### src/rtl/stor_fault_entry.sv
module stor_fault_entry #(
  parameter int W  = 32,
  parameter int PW = 16
) (
  input  logic          clk,
  input  logic          rst_n,
  input  logic          ifault_req_i,
  input  logic          ifault_zone_i,
  input  logic          dfault_req_i,
  input  logic          dfault_store_i,
  input  logic          dfault_zone_i,
  input  logic          dfault_attr_i,
  input  logic          pfault_req_i,
  input  logic [W-1:0]  pc_i,
  input  logic [W-1:0]  msr_i,
  input  logic [W-1:0]  daddr_i,
  input  logic [PW-1:0] vpfx_i,
  input  logic          mchk_i,
  output logic          enter_o,
  output logic          ifault_o,
  output logic [W-1:0]  save0_o,
  output logic [W-1:0]  save1_o,
  output logic [W-1:0]  daddr_o,
  output logic [W-1:0]  synd_o,
  output logic [W-1:0]  msr_o,
  output logic [W-1:0]  pc_o
);

  localparam int OW = W - PW;

  function automatic logic [W-1:0] be_bit(input int n);
    logic [W-1:0] v;
    v = '0;
    v[W-1-n] = 1'b1;
    return v;
  endfunction

  localparam logic [W-1:0] MSR_CLR =
      be_bit(6)  | be_bit(12) | be_bit(13) | be_bit(16) | be_bit(17) | be_bit(18) |
      be_bit(20) | be_bit(21) | be_bit(23) | be_bit(26) | be_bit(27);

  localparam int S_MCHK = W - 1 - 0;
  localparam int S_STOR = W - 1 - 8;
  localparam int S_ZONE = W - 1 - 9;
  localparam int S_ATTR = W - 1 - 15;

  localparam logic [OW-1:0] OFS_DATA  = OW'(16'h0300);
  localparam logic [OW-1:0] OFS_INSTR = OW'(16'h0400);

  logic take_i, take_d, go;
  logic [W-1:0] synd_n;

  assign take_i = ~enter_o & ifault_req_i;
  assign take_d = ~enter_o & dfault_req_i & ~pfault_req_i & ~ifault_req_i;
  assign go     = take_i | take_d;

  always_comb begin
    synd_n = '0;
    synd_n[S_MCHK] = mchk_i;
    if (take_i) begin
      synd_n[S_ZONE] = ifault_zone_i;
    end else begin
      synd_n[S_STOR] = dfault_store_i;
      synd_n[S_ZONE] = dfault_zone_i;
      synd_n[S_ATTR] = dfault_attr_i;
    end
  end

  always_ff @(posedge clk) begin
    if (!rst_n) begin
      enter_o  <= 1'b0;
      ifault_o <= 1'b0;
      save0_o  <= '0;
      save1_o  <= '0;
      daddr_o  <= '0;
      synd_o   <= '0;
      msr_o    <= '0;
      pc_o     <= '0;
    end else begin
      enter_o <= go;
      if (go) begin
        ifault_o <= take_i;
        save0_o  <= pc_i;
        save1_o  <= msr_i;
        synd_o   <= synd_n;
        msr_o    <= msr_i & ~MSR_CLR;
        pc_o     <= {vpfx_i, take_i ? OFS_INSTR : OFS_DATA};
        if (take_d) daddr_o <= daddr_i;
      end
    end
  end

  p_pulse_r12: assert property (@(posedge clk) disable iff (!rst_n)
    enter_o |=> !enter_o);

  p_busy_r11: assert property (@(posedge clk) disable iff (!rst_n)
    enter_o |=> $stable(save0_o) && $stable(pc_o));

  p_prog_wins_r9: assert property (@(posedge clk) disable iff (!rst_n)
    (dfault_req_i && pfault_req_i && !ifault_req_i) |=> !enter_o && $stable(save0_o));

  p_dtake_r2: assert property (@(posedge clk) disable iff (!rst_n)
    (dfault_req_i && !pfault_req_i && !ifault_req_i && !enter_o) |=>
      enter_o && !ifault_o && save1_o == $past(msr_i) && daddr_o == $past(daddr_i));

  p_iprio_r10: assert property (@(posedge clk) disable iff (!rst_n)
    (ifault_req_i && !enter_o) |=> enter_o && ifault_o);

  p_keep_daddr_r8: assert property (@(posedge clk) disable iff (!rst_n)
    (enter_o && ifault_o) |-> $stable(daddr_o));

  p_msr_clr_r4: assert property (@(posedge clk) disable iff (!rst_n)
    enter_o |-> ((msr_o & MSR_CLR) == '0) && ((msr_o | MSR_CLR) == (save1_o | MSR_CLR)));

  p_vec_r3: assert property (@(posedge clk) disable iff (!rst_n)
    enter_o |-> pc_o[W-1:OW] == $past(vpfx_i));

endmodule

### config.mk
export PLATFORM = sky130hd
export DESIGN_NAME = stor_fault_entry
export DESIGN_NICKNAME = d
export VERILOG_FILES = /design/src/rtl/stor_fault_entry.sv
export SDC_FILE = /design/constraint.sdc
export NUM_CORES = 1
export LEC_CHECK = 0
export ABC_AREA = 1
export BUFFER_PORTS_ARGS = -buffer_cell sky130_fd_sc_hd__buf_2
export CORE_AREA = 2 2 121 123
export CTS_CLUSTER_SIZE = 40
export DETAILED_ROUTE_END_ITERATION = 16
export DIE_AREA = 0 0 123 125
export PLACE_DENSITY_LB_ADDON = 0.05
export SETUP_SLACK_MARGIN = 0.5
export SYNTH_ARGS = -nofsm -noshare
export SYNTH_HDL_FRONTEND = slang
export SYNTH_SLANG_ARGS = --single-unit
### constraint.sdc
create_clock -name clk -period 1.1 [get_ports clk]
set_clock_uncertainty 0.1 [all_clocks]
set_input_delay 0.165 -clock clk [delete_from_list [all_inputs] [get_ports clk]]
set_output_delay 0.165 -clock clk [all_outputs]
set_load 0.005 [all_outputs]
### After elaboration in Yosys (flattened, before gate mapping)

Cells that the tools add are included.

| word-level totals | value |
|---|---|
| input port bits | 122 |
| bits in registers | 155 |
| output and inout bits | 194 |

| cells by class | value |
|---|---|
| reductions and logical operators | 1 |
| bitwise gates (word level) | 8 |
| mux-type cells | 4 |

Operator list:

| cell | count |
|---|---|
| 11-bit 2-to-1 mux | 1 |
| 1-bit bitwise AND | 4 |
| 1-bit 2-to-1 mux | 3 |
| 1-bit NOT | 3 |
| 2-bit AND reduction | 1 |
| 1-bit bitwise OR | 1 |

### Logic depth before layout (Yosys ltp)

| logic depth | value |
|---|---|
| depth in word-level cells | 6 |
| gate-level depth with buffers | 7 |
| gate-level depth less buffers | 6 |

### Least setup slack after synthesis

No wires, ideal clock.

| path | value |
|---|---|
| path kind | flip-flop to flip-flop |
| start point | register enter_o |
| end point | register save0_o[28] |
| library setup time | 0.113 ns |
| clock period less this slack | 1.260 ns |
| cell stages (with the launch flop) | 8 |
| required time | 0.887 ns |
| buffers on the path | 2 |
| arrival time | 1.047 ns |
| slack | -0.160 ns |
| cells stage by stage | dfxtp_1 -> inv_2 -> nand2_2 -> buf_2 -> buf_4 -> nand3b_1 -> nand2_1 -> nor2_1 |

| between the ends | value |
|---|---|
| cells in the longest elaborated chain, start to end | 5 |
| elaborated cells between the ends (all ways) | 6 |

Ends and longest elaborated chain:

| element | line | text |
|---|---|---|
| start: declaration | 19 | `output logic enter_o,` |
| start signal: assignment | 80 | `enter_o <= go;` |
| 1-bit NOT (*) | 53, 54 |  |
| 1-bit bitwise AND (3 in a row) | 54 | `assign take_d = ~enter_o & dfault_req_i & ~pfault_req_i & ~ifault_req_i;` |
| 1-bit bitwise OR (*) | 55 | `assign go = take_i \| take_d;` |
| end signal: assignment | 83 | `save0_o <= pc_i;` |
| end: declaration | 21 | `output logic [W-1:0] save0_o,` |

Mark *: on every way between the ends. The rest lies on a longest branch, timed or not.
A chain may end at the register's enable or synchronous reset.

### Worst setup path in the final report

| path | value |
|---|---|
| start point | register enter_o |
| end point | register save1_o[20] |

| between the ends | value |
|---|---|
| cells in the longest elaborated chain, start to end | 5 |
| elaborated cells between the ends (all ways) | 6 |

Ends and longest elaborated chain:

| element | line | text |
|---|---|---|
| 1-bit NOT (*) | 53, 54 |  |
| 1-bit bitwise AND (3 in a row) | 54 |  |
| 1-bit bitwise OR (*) | 55 |  |
| end signal: assignment | 84 | `save1_o <= msr_i;` |
| end: declaration | 22 | `output logic [W-1:0] save1_o,` |

Marks and branches as above.

==> flow_summary.json <==
{
  "dp.final_hpwl_mm": 10.9,
  "hold_viol_final": 109,
  "max_cap_violations": 0,
  "power_density_nw_per_um2": 1610,
  "setup_viol": 253,
  "root_buffer_master": "clkbuf_16",
  "vdd_ir_drop_max_v": 0.000920,
  "antenna_found_initial": 2,
  "ant_nets": 0,
  "number_of_cells_on_the_worst_reg_to_reg_path": 7,
  "status": "finished with violations",
  "worst-path-max-fanout": 27,
  "crit_path_max_incr_delay_ns": 0.36,
  "groute.usage.overall": 0.208,
  "grt_pass1_vias": 5049,
  "nNetsFinal": 1135,
  "yosysUniqueCellTypes": 17,
  "report.power.total_mw": 13.6,
  "synth.top_cell.area_share": 0.430,
  "wire_per_inst_um": 13.4,
  "seq_area_frac_synth": 0.430,
  "source_of_the_critical_timing_path": "enter_o",
  "critical_path_arrival_ns": 1.51,
  "globalplace.congestion": 0.742,
  "floorplan.io_pins": 316,
  "drt-initial-drc-count": 209,
  "criticalPathCategory": "register to register",
  "grt_overflow_total": 0,
  "mostFrequentLayoutCell": "nor2_1",
  "gate_count_post_synth": 759,
  "crit_end": "save1_o[20]",
  "portBuffers": 263,
  "drcViolationCount": 0,
  "postLayoutCoreUtil": 0.597,
  "max_freq_ghz": 0.788,
  "die_area_um2": 15400,
  "die_h_um": 125,
  "worstReg2RegEnd": "save1_o[20]",
  "fp.dieW_um": 123,
  "worst_endpoint_required_time_ns": 1.34,
  "failing_checks": "hold timing, setup timing",
  "h_tree_level_count": 4,
  "min_period_over_period": 1.15,
  "vias": 5481,
  "highest_count_cells_in_the_layout_ignoring_fill_and_taps": "nor2_1, buf_2, dfxtp_2",
  "post-route-worst-setup-slack_ns": -0.169,
  "globalRouteMet3Util": 0.0753,
  "largest_net_degree_at_the_start_of_global_routing": 35,
  "grt-busiest-layer": "met2",
  "area.growth.synth_to_final_pct": 53.1,
  "setup.worst_path.end_class": "register",
  "cells_traversed_along_the_worst_timing_path": "inv_4 > nand3_4 > nand2_4 > inv_8 > buf_16 > nor2_1 > nor2_1",
  "netlist_area_um2": 5540,
  "ys_warn_count": 0,
  "grt_setup_unrepaired": "true",
  "final_design_area_no_fill_um2": 8480,
  "path_clk_slew_ns": 0.05,
  "cts_tree": "done",
  "clk_path_buf_depth": 2,
  "grt_first_pass_wirelength_mm": 25.3,
  "core_um2": 14200,
  "leakagePower_nw": 4.38,
  "class_of_the_tightest_hold_or_removal_check": "input port to register",
  "crit-reg2reg-launch": "enter_o",
  "vias_per_cell": 4.53,
  "layout-drive-gt1-share": 0.488,
  "setup_total_negative_slack_ns": -15.83,
  "tmin_final_ns": 1.27,
  "grt.met1_usage": 0.258,
  "synth_top_cells_by_area": "dfxtp_1, nor2_1, buf_4",
  "slew_violations": 0,
  "drtPass1Iterations": 4,
  "critPathLaunchType": "register",
  "grtUsageMet2": 0.330,
  "effective_utilization_at_floorplan": 0.390,
  "tritoncts_num_sinks": 119,
  "postSynthRegisterBits": 119,
  "crit_top_cell": "nor2_1",
  "regToRegSetupSlack_ns": -0.17,
  "hold_ws_ns": -0.134,
  "number_of_buffers_added_by_the_clock_tree_synthesis_step": 17,
  "post-synth-top-area-cell": "dfxtp_1",
  "dpl_cell_area_um2": 6980,
  "critical-path-slowest-cell": "dfxtp_2",
  "syn_area_per_cell_um2": 7.30,
  "finalWirelength_mm": 16.3,
  "placement_rows": 44,
  "clock_latency_of_the_later_clocked_register_in_the_worst_skew_pair_ns": 0.41
}
==> layer usage <==
metal	wire length, um	vias up
li1	-	2752
met1	6750	2498
met2	7660	208
met3	1540	23
met4	303	0
met5	0	-
==> registers in the layout, indices dropped and copies added, names as in the netlist <==
name	flops
synd_o	4
save1_o	32
enter_o	1
daddr_o	32
save0_o	32
pc_o	18
==> synthesized netlist by cell type (all sizes together) <==
cell type and count:
dfxtp 119, nand2 120, a21oi 5, inv 39
buf 109, nand4 34, conb 1, clkbuf 17
nand3b 81, nor2 229, nand3 5
==> power by group <==
group / switching, mW / leakage, nW / total (mW) / internal [mW]
Clock: 1.97 / 0.320 / 6.12 / 4.15
Combinational: 1.18 / 3.04 / 2.56 / 1.37
Sequential: 0.211 / 1.02 / 4.95 / 4.74
==> final cells by class <==
type                    instances  area, um^2
inverters                      39         156
diodes                          1        2.50
flip-flops and latches        119        2530
fillers                      1369        5720
clock inverters                 7         138
well taps                     184         230
repair buffers                310        2410
multi-input cells             526        2500
clock buffers                  25         515
==> logic make-up (layout without fill, tap and decap cells) <==
family          count (synthesis)  count (layout)  share of synthesized area
other cells                     1              53                   0.000677
flops                         119             119                      0.430
buf+inv                       165             381                      0.172
simple gates                  469             469                      0.393
compound gates                  5               5                    0.00451
==> what timing repair did <==
action	CTS	global route
setup endpoints to repair	261	261
setup buffers	1	4
endpoints found under the hold margin	116	86
pin swaps	5	0
cloned	3	1
resized for setup	161	72
==> stage by stage <==
stage	std cells	setup slack, ns
2_1_floorplan	810	-0.0525
3_3_place_gp	1169	-0.135
3_5_place_dp	1169	-0.140
4_1_cts	1205	-0.165
5_1_grt	1211	-0.255
6_report	1211	-0.169
==> critical path: cells and delay by family, from the launching register on <==
kind                   cells  cell delay, ns
DFF                        1            0.36
and+or+nand+nor            4            0.35
buffers and inverters      3            0.38
==> how the worst min path moves through the flow <==
stage	from	endpoint	slack (ns)	cells past startpoint
after floorplan	msr_i[26]	save1_o[26]	0.20	2
after global placement	pc_i[9]	save0_o[9]	0.29	3
after detailed placement	pc_i[23]	save0_o[23]	0.29	3
after CTS	vpfx_i[6]	pc_o[22]	-0.15	3
after global routing	vpfx_i[6]	pc_o[22]	-0.13	3
final	pc_i[7]	save0_o[7]	-0.13	3
Note: power is estimated with default switching activity, not from simulation.
